$ cat config.mk
export PLATFORM = sky130hd
export DESIGN_NAME = irqMicroSeq
export DESIGN_NICKNAME = d
export VERILOG_FILES = /design/src/rtl/irqMicroSeqPkg.sv /design/src/rtl/irqMicroSeqRom.sv /design/src/rtl/irqMicroSeqNext.sv /design/src/rtl/irqMicroSeq.sv
export SDC_FILE = /design/constraint.sdc
export NUM_CORES = 1
export LEC_CHECK = 0
export ABC_AREA = 1
export CORE_UTILIZATION = 30
export DETAILED_ROUTE_END_ITERATION = 16
export PLACE_DENSITY = 0.8
export SLEW_MARGIN = 30
export SYNTH_ARGS = -nofsm -noshare
export SYNTH_HDL_FRONTEND = slang
export SYNTH_SLANG_ARGS = --single-unit
$ cat constraint.sdc
create_clock -name clk -period 2 [get_ports clk]
set_clock_uncertainty 0.2 [all_clocks]
set_input_delay 0.6 -clock clk [delete_from_list [all_inputs] [get_ports clk]]
set_output_delay 0.6 -clock clk [all_outputs]
set_load 0.005 [all_outputs]
$ cat src/rtl/irqMicroSeqPkg.sv
package irqMicroSeqPkg;
  localparam int WORD_W  = 28;
  localparam int STATE_W = 6;
  localparam int OP_W    = 4;
  localparam int NUM_OPS = 1 << OP_W;
  localparam int BR_ROM_DEPTH = 4;

  // control word bit positions (decoded by the datapath)
  localparam int B_NEXT   = 0;
  localparam int B_DRVREG = 6;
  localparam int B_DRVMEM = 7;
  localparam int B_DRVALU = 8;
  localparam int B_DRVPC  = 9;
  localparam int B_DRVOFF = 10;
  localparam int B_LDPC   = 11;
  localparam int B_LDIR   = 12;
  localparam int B_LDMAR  = 13;
  localparam int B_LDA    = 14;
  localparam int B_LDB    = 15;
  localparam int B_LDZ    = 16;
  localparam int B_WRREG  = 17;
  localparam int B_WRMEM  = 18;
  localparam int B_RSEL   = 19;
  localparam int B_ALUOP  = 21;
  localparam int B_OPTEST = 23;
  localparam int B_ZTEST  = 24;
  localparam int B_IELOAD = 25;
  localparam int B_IEVAL  = 26;
  localparam int B_ACK    = 27;

  localparam logic [1:0] RSEL_KREG = 2'b11;
  localparam logic [1:0] ALU_INC   = 2'b11;

  localparam logic [STATE_W-1:0] ST_FETCH0 = 6'd0;
  localparam logic [STATE_W-1:0] ST_FETCH1 = 6'd1;
  localparam logic [STATE_W-1:0] ST_FETCH2 = 6'd2;
  localparam logic [STATE_W-1:0] ST_INT0   = 6'd8;
  localparam logic [STATE_W-1:0] ST_INT1   = 6'd9;
  localparam logic [STATE_W-1:0] ST_INT2   = 6'd10;
  localparam logic [STATE_W-1:0] ST_IEON   = 6'd16;
  localparam logic [STATE_W-1:0] ST_IEOFF  = 6'd17;
  localparam logic [STATE_W-1:0] ST_IRET   = 6'd18;
  localparam logic [STATE_W-1:0] ST_ZTAKEN = 6'd24;

  localparam logic [OP_W-1:0] OP_IEON  = 4'b1010;
  localparam logic [OP_W-1:0] OP_IEOFF = 4'b1011;
  localparam logic [OP_W-1:0] OP_IRET  = 4'b1100;

  typedef enum logic [1:0] {
    SRC_FIELD,
    SRC_DISP,
    SRC_ZERO,
    SRC_IRQ
  } nsSrc_t;

  typedef struct packed {
    logic               opTest;
    logic               zTest;
    logic               intTest;
    logic [STATE_W-1:0] nextField;
  } seqStrobe_t;

  function automatic logic isIrqOp(input logic [OP_W-1:0] op);
    return (op == OP_IEON) || (op == OP_IEOFF) || (op == OP_IRET);
  endfunction

  function automatic logic [STATE_W-1:0] dispatchTarget(input int op);
    logic [OP_W-1:0] code;
    code = op[OP_W-1:0];
    case (code)
      OP_IEON:  return ST_IEON;
      OP_IEOFF: return ST_IEOFF;
      OP_IRET:  return ST_IRET;
      default:  return ST_FETCH0;
    endcase
  endfunction
endpackage

$ cat src/rtl/irqMicroSeqRom.sv
module irqMicroSeqRom
  import irqMicroSeqPkg::*;
#(
  parameter logic [STATE_W-1:0] INT_TEST_STATE = ST_FETCH0
) (
  input  logic [STATE_W-1:0] state,
  output logic [WORD_W-1:0]  word,
  output seqStrobe_t         strobe
);
  always_comb begin
    word = '0;
    case (state)
      ST_FETCH0: begin
        word[B_NEXT +: STATE_W] = ST_FETCH1;
        word[B_DRVPC] = 1'b1;
        word[B_LDMAR] = 1'b1;
        word[B_LDA]   = 1'b1;
      end
      ST_FETCH1: begin
        word[B_NEXT +: STATE_W] = ST_FETCH2;
        word[B_DRVMEM] = 1'b1;
        word[B_LDIR]   = 1'b1;
      end
      ST_FETCH2: begin
        word[B_NEXT +: STATE_W] = ST_FETCH0;
        word[B_DRVALU]     = 1'b1;
        word[B_LDPC]       = 1'b1;
        word[B_ALUOP +: 2] = ALU_INC;
        word[B_OPTEST]     = 1'b1;
      end
      ST_INT0: begin
        word[B_NEXT +: STATE_W] = ST_INT1;
        word[B_DRVPC]     = 1'b1;
        word[B_WRREG]     = 1'b1;
        word[B_RSEL +: 2] = RSEL_KREG;
      end
      ST_INT1: begin
        word[B_NEXT +: STATE_W] = ST_INT2;
        word[B_IELOAD] = 1'b1;
        word[B_IEVAL]  = 1'b0;
        word[B_ACK]    = 1'b1;
        word[B_LDMAR]  = 1'b1;
      end
      ST_INT2: begin
        word[B_NEXT +: STATE_W] = ST_FETCH0;
        word[B_DRVMEM] = 1'b1;
        word[B_LDPC]   = 1'b1;
      end
      ST_IEON: begin
        word[B_IELOAD] = 1'b1;
        word[B_IEVAL]  = 1'b1;
      end
      ST_IEOFF: begin
        word[B_IELOAD] = 1'b1;
      end
      ST_IRET: begin
        word[B_DRVREG]    = 1'b1;
        word[B_RSEL +: 2] = RSEL_KREG;
        word[B_LDPC]      = 1'b1;
        word[B_IELOAD]    = 1'b1;
        word[B_IEVAL]     = 1'b1;
      end
      default: word = '0;
    endcase
  end

  assign strobe.opTest    = word[B_OPTEST];
  assign strobe.zTest     = word[B_ZTEST];
  assign strobe.intTest   = (state == INT_TEST_STATE);
  assign strobe.nextField = word[B_NEXT +: STATE_W];

  always_comb begin
    AST_ONE_DRIVER: assert ($onehot0(word[B_DRVOFF:B_DRVREG]));
  end
endmodule

$ cat src/rtl/irqMicroSeqNext.sv
module irqMicroSeqNext
  import irqMicroSeqPkg::*;
(
  input  logic               clk,
  input  logic               rst,
  input  seqStrobe_t         strobe,
  input  logic [OP_W-1:0]    opcode,
  input  logic               zFlag,
  input  logic               onInt,
  output logic [STATE_W-1:0] state
);
  logic [STATE_W-1:0] dispRom [NUM_OPS];
  logic [STATE_W-1:0] irqRom  [BR_ROM_DEPTH];
  logic [STATE_W-1:0] zeroRom [BR_ROM_DEPTH];
  logic [STATE_W-1:0] nextState;
  nsSrc_t             nsSrc;

  for (genvar g = 0; g < NUM_OPS; g++) begin : gDisp
    assign dispRom[g] = dispatchTarget(g);
  end

  // two-entry branch ROMs; upper address bit is tied low
  for (genvar g = 0; g < BR_ROM_DEPTH; g++) begin : gBr
    assign irqRom[g]  = (g == 0) ? ST_FETCH1 : (g == 1) ? ST_INT0 : ST_FETCH0;
    assign zeroRom[g] = (g == 1) ? ST_ZTAKEN : ST_FETCH0;
  end

  always_comb begin
    if (strobe.opTest)       nsSrc = SRC_DISP;
    else if (strobe.zTest)   nsSrc = SRC_ZERO;
    else if (strobe.intTest) nsSrc = SRC_IRQ;
    else                     nsSrc = SRC_FIELD;
  end

  always_comb begin
    case (nsSrc)
      SRC_DISP: nextState = dispRom[opcode];
      SRC_ZERO: nextState = zeroRom[{1'b0, zFlag}];
      SRC_IRQ:  nextState = irqRom[{1'b0, onInt}];
      default:  nextState = strobe.nextField;
    endcase
  end

  always_ff @(posedge clk) begin
    if (rst) state <= ST_FETCH0;
    else     state <= nextState;
  end

  AST_RESET_STATE: assert property (@(posedge clk) rst |=> state == ST_FETCH0);
  AST_INT_ENTRY: assert property (@(posedge clk) disable iff (rst)
    (state == ST_INT0) |-> ($past(state) == ST_FETCH0 && $past(onInt)));
  AST_FALL_THROUGH: assert property (@(posedge clk) disable iff (rst)
    (strobe.opTest && !isIrqOp(opcode)) |=> state == ST_FETCH0);
endmodule

$ cat src/rtl/irqMicroSeq.sv
module irqMicroSeq
  import irqMicroSeqPkg::*;
(
  input  logic              clk,
  input  logic              rst,
  input  logic [OP_W-1:0]   opcode,
  input  logic              zFlag,
  input  logic              onInt,
  output logic [WORD_W-1:0] ctrlWord
);
  logic [STATE_W-1:0] state;
  seqStrobe_t         strobe;

  irqMicroSeqRom #(.INT_TEST_STATE(ST_FETCH0)) u_rom (
    .state  (state),
    .word   (ctrlWord),
    .strobe (strobe)
  );

  irqMicroSeqNext u_next (
    .clk    (clk),
    .rst    (rst),
    .strobe (strobe),
    .opcode (opcode),
    .zFlag  (zFlag),
    .onInt  (onInt),
    .state  (state)
  );

  AST_ACK_AFTER_REQ: assert property (@(posedge clk) disable iff (rst)
    ctrlWord[B_ACK] |-> $past(onInt, 2));
endmodule

==> impl_metrics.py <==
metrics = {
    "setup_path": {
        "slowest_delay_ps": 360,
        "timing.critical_path.cells": "buf_6 -> nor2_4 -> buf_6 -> nand2_2 -> nand2_1 -> buf_2",
        "buffer_and_inverter_count_on_the_worst_path": 3,
        "timing.critical_path.fanout_max": 4,
        "crit_type": "reg -> out",
        "r2r-end": "u_next.state[3]",
        "crit_family": "flip-flops",
        "timing.critical_path.from_type": "flip-flop",
        "arrival_ps": 1240,
        "r2r-start": "u_next.state[0]",
        "critical-path-slowest-cell": "dfxtp_4",
        "worst_r2r_path_cells": 6,
        "reg2reg_setup_slack_ps": 620,
        "worstSetupEndpointType": "output port",
        "data_required_time_at_the_worst_endpoint_ps": 1200,
        "crit_top_cell": "buf_6",
        "timing.critical_path.depth": 6,
    },
    "drt": {
        "sum_of_routed_wire_length_over_all_layers_mm": 1.54,
        "drc_violations": 0,
        "drt-vias-per-instance": 4.53,
        "drt_iter0_markers": 7,
        "vias": 594,
        "post_detailed_route_wirelength_per_cell_um": 11.7,
        "detailedRoute.firstPassIterationCount": 2,
        "detail-route-antenna-nets": 0,
    },
    "synth": {
        "synth_flop_cell": "dfxtp_1",
        "syn_avg_cell_area_um2": 5.99,
        "synth_async_sr_flop_share_pct": 0,
        "number_of_synthesized_register_bits": 4,
        "number_of_warnings_reported_in_the_yosys_synthesis_log": 0,
        "syn_area_um2": 419,
        "ys_types": 16,
        "synth_enable_flop_cells": 0,
        "synth.largest_area_cell": "buf_4",
        "synth.cells.most_frequent": "15 x nand2_1, 12 x buf_4, 9 x nor2_1",
        "area_contributors_post_synth": "buf_4 21%, dfxtp_1 19%, nand2_1 13%",
        "synth_top_cell_area_share_pct": 21.5,
        "netlist_instances": 70,
        "synth_sequential_area_ratio_pct": 19.1,
        "synth_most_common_cell": "nand2_1",
    },
    "grt": {
        "grt_pass1_wl_mm": 1.96,
        "antenna_violations_before_repair": 0,
        "grt_start_max_net_pins": 8,
        "number_of_global_route_vias_before_repair": 482,
        "grt-ovfl-total": 0,
        "global_route.usage.total_pct": 18.9,
    },
    "floorplan": {
        "start_util_pct": 32.2,
        "dieArea_um2": 1550,
        "floorplan.die.height_um": 39.4,
        "placement_rows": 13,
        "floorplan.core_area_um2": 1300,
        "io-pin-count": 36,
        "die-width_um": 39.4,
    },
    "clock_network": {
        "clock_path_buffers": 2,
        "cts.clk_slew.worst_paths_ps": 40,
        "cts_hold_buf": 0,
        "htreeDepth": 1,
        "clock_sink_count": 4,
        "cts_tree": "done",
        "cts_root_cell": "clkbuf_4",
        "clock_insertion_delay_worst_skew_ps": 230,
        "tritoncts.num_buffers": 3,
    },
    "timing": {
        "slew_violations": 0,
        "fmax_mhz": 490,
        "final-setup-viol-count": 5,
        "min_period_ps": 2040,
        "unrepaired_setup_endpoints_after_global_routing": "yes",
        "finalHoldViolations": 0,
        "timing.final.crit_share_pct": 102,
        "finalWorstSetupSlack_ps": -40.1,
    },
    "pwr": {
        "power_leakage_uw": 0.000506,
        "internal-power_uw": 281,
        "total_power_divided_by_cell_area_nw_per_um2": 477,
        "clock_power_share_pct": 22.7,
        "totalPowerFinal_uw": 417,
        "pwr-share-seq_pct": 23.5,
        "vdd_ir_drop_max_mv": 0.292,
        "switching_power_uw": 137,
        "combPwrFrac_pct": 53.9,
        "switching_share_pct": 32.7,
    },
    "hold_path": {
        "holdPathEnd": "u_next.state[0]",
        "holdPathStages": 4,
        "min-delay-path-class": "reg -> reg",
        "hold_path.startpoint": "u_next.state[3]",
    },
    "cells_and_area": {
        "final_core_util_pct": 67.3,
        "finalNetCount": 126,
        "layout-area-overhead-vs-synth_pct": 109,
        "biggestRegsByFlops": "u_next.state: 4 flops",
        "largest_reg_flops": 4,
        "antenna-diode-count": 0,
        "fill_cells": 115,
        "max_flop_register": "u_next.state",
        "drive_gt1_share_pct": 54.3,
    },
    "placed_design": {
        "gpl.final_weighted_congestion": 0.782,
        "dp_hpwl_um": 900,
        "port_buffers": 26,
        "placement.setup.worst_slack_ps": -123,
    },
    "outcome": {
        "outcome": "finished, violations left",
        "failed_checks": "negative setup slack",
    },
    "job": {
        "drv.max_cap_violation_count": 0,
    },
}
## final cells by class
type	instances	area [um^2]	area share, %
timing repair buffer	48	404	46.1
sequential	4	92.6	10.6
inverter	10	45.0	5.14
clock buffer	3	22.5	2.57
multi-input combinational	51	293	33.4
tap	15	18.8	2.14
## worst min-delay path: stages, from the launching register on
cell,delay [ps]
dfxtp_2,340
inv_2,90
nand2_1,60
nand2_1,70
a21oi_1,50
## metal layers
| metal | wire (um) | track usage (%) | vias to the layer above | part of all wire, % |
|---|---|---|---|---|
| li1 | - | - | 282 | - |
| met1 | 565 | 19.8 | 273 | 37 |
| met2 | 798 | 32.9 | 31 | 52 |
| met3 | 94 | 4.55 | 8 | 6.1 |
| met4 | 78 | 12.9 | 0 | 5.1 |
| met5 | 0 | 0 | - | 0 |
## through the flow
step	std cells	hold slack, ps	TNS, ps	area [um^2]
floorplan	77	396	0	445
global placement	113	433	-836	687
detailed placement	113	458	-1110	687
CTS	125	447	-302	781
global route	131	479	-441	876
finish	131	450	-101	876
## cells by family (layout without fill, tap and decap cells)
kind of cell | after synthesis | in the layout | synth area share (%)
compound gates | 5 | 5 | 6.27
simple gates | 38 | 38 | 43.3
flops | 4 | 4 | 19.1
buf+inv | 22 | 61 | 30.4
other cells | 1 | 8 | 0.895
## power by group through the flow
stage | Sequential (uW) | Clock, uW | Combinational (uW)
final | 98.0 | 94.6 | 225
after global routing | 98.7 | 106 | 245
after CTS | 97.2 | 98.9 | 182
after detailed placement | 96.4 | 0 | 171
after global placement | 96.1 | 0 | 167
after floorplan | 96.2 | 0 | 79.0
## how the worst max path moves through the flow
| stage | startpoint | endpoint |
|---|---|---|
| 4_1_cts | u_next.state[4] | ctrlWord[13] |
| 3_3_place_gp | u_next.state[4] | ctrlWord[13] |
| 2_1_floorplan | u_next.state[4] | ctrlWord[20] |
| 6_report | u_next.state[1] | ctrlWord[20] |
| 5_1_grt | u_next.state[1] | ctrlWord[19] |
| 3_5_place_dp | u_next.state[4] | ctrlWord[13] |
## placed cells by master, fill, tap and decap left out, types with 3 or more instances in the layout
cell type and n:
nor2_4 3, buf_4 17, dlygate4sd2_1 7, buf_6 7, buf_2 5, clkbuf_2 4
dfxtp_4 3, nand2_4 4, clkdlybuf4s50_1 6, inv_2 4, a21oi_1 3, nand2_1 13
inv_1 4, nor2_1 8, conb_1 8, clkbuf_4 3, nand2_2 3
## repair_timing
action,4_1_cts,5_1_grt
pin swaps,4,5
resized for setup,58,24
setup endpoints to repair,20,19
buffers inserted,9,7
Note: power is estimated with default switching activity, not from simulation.
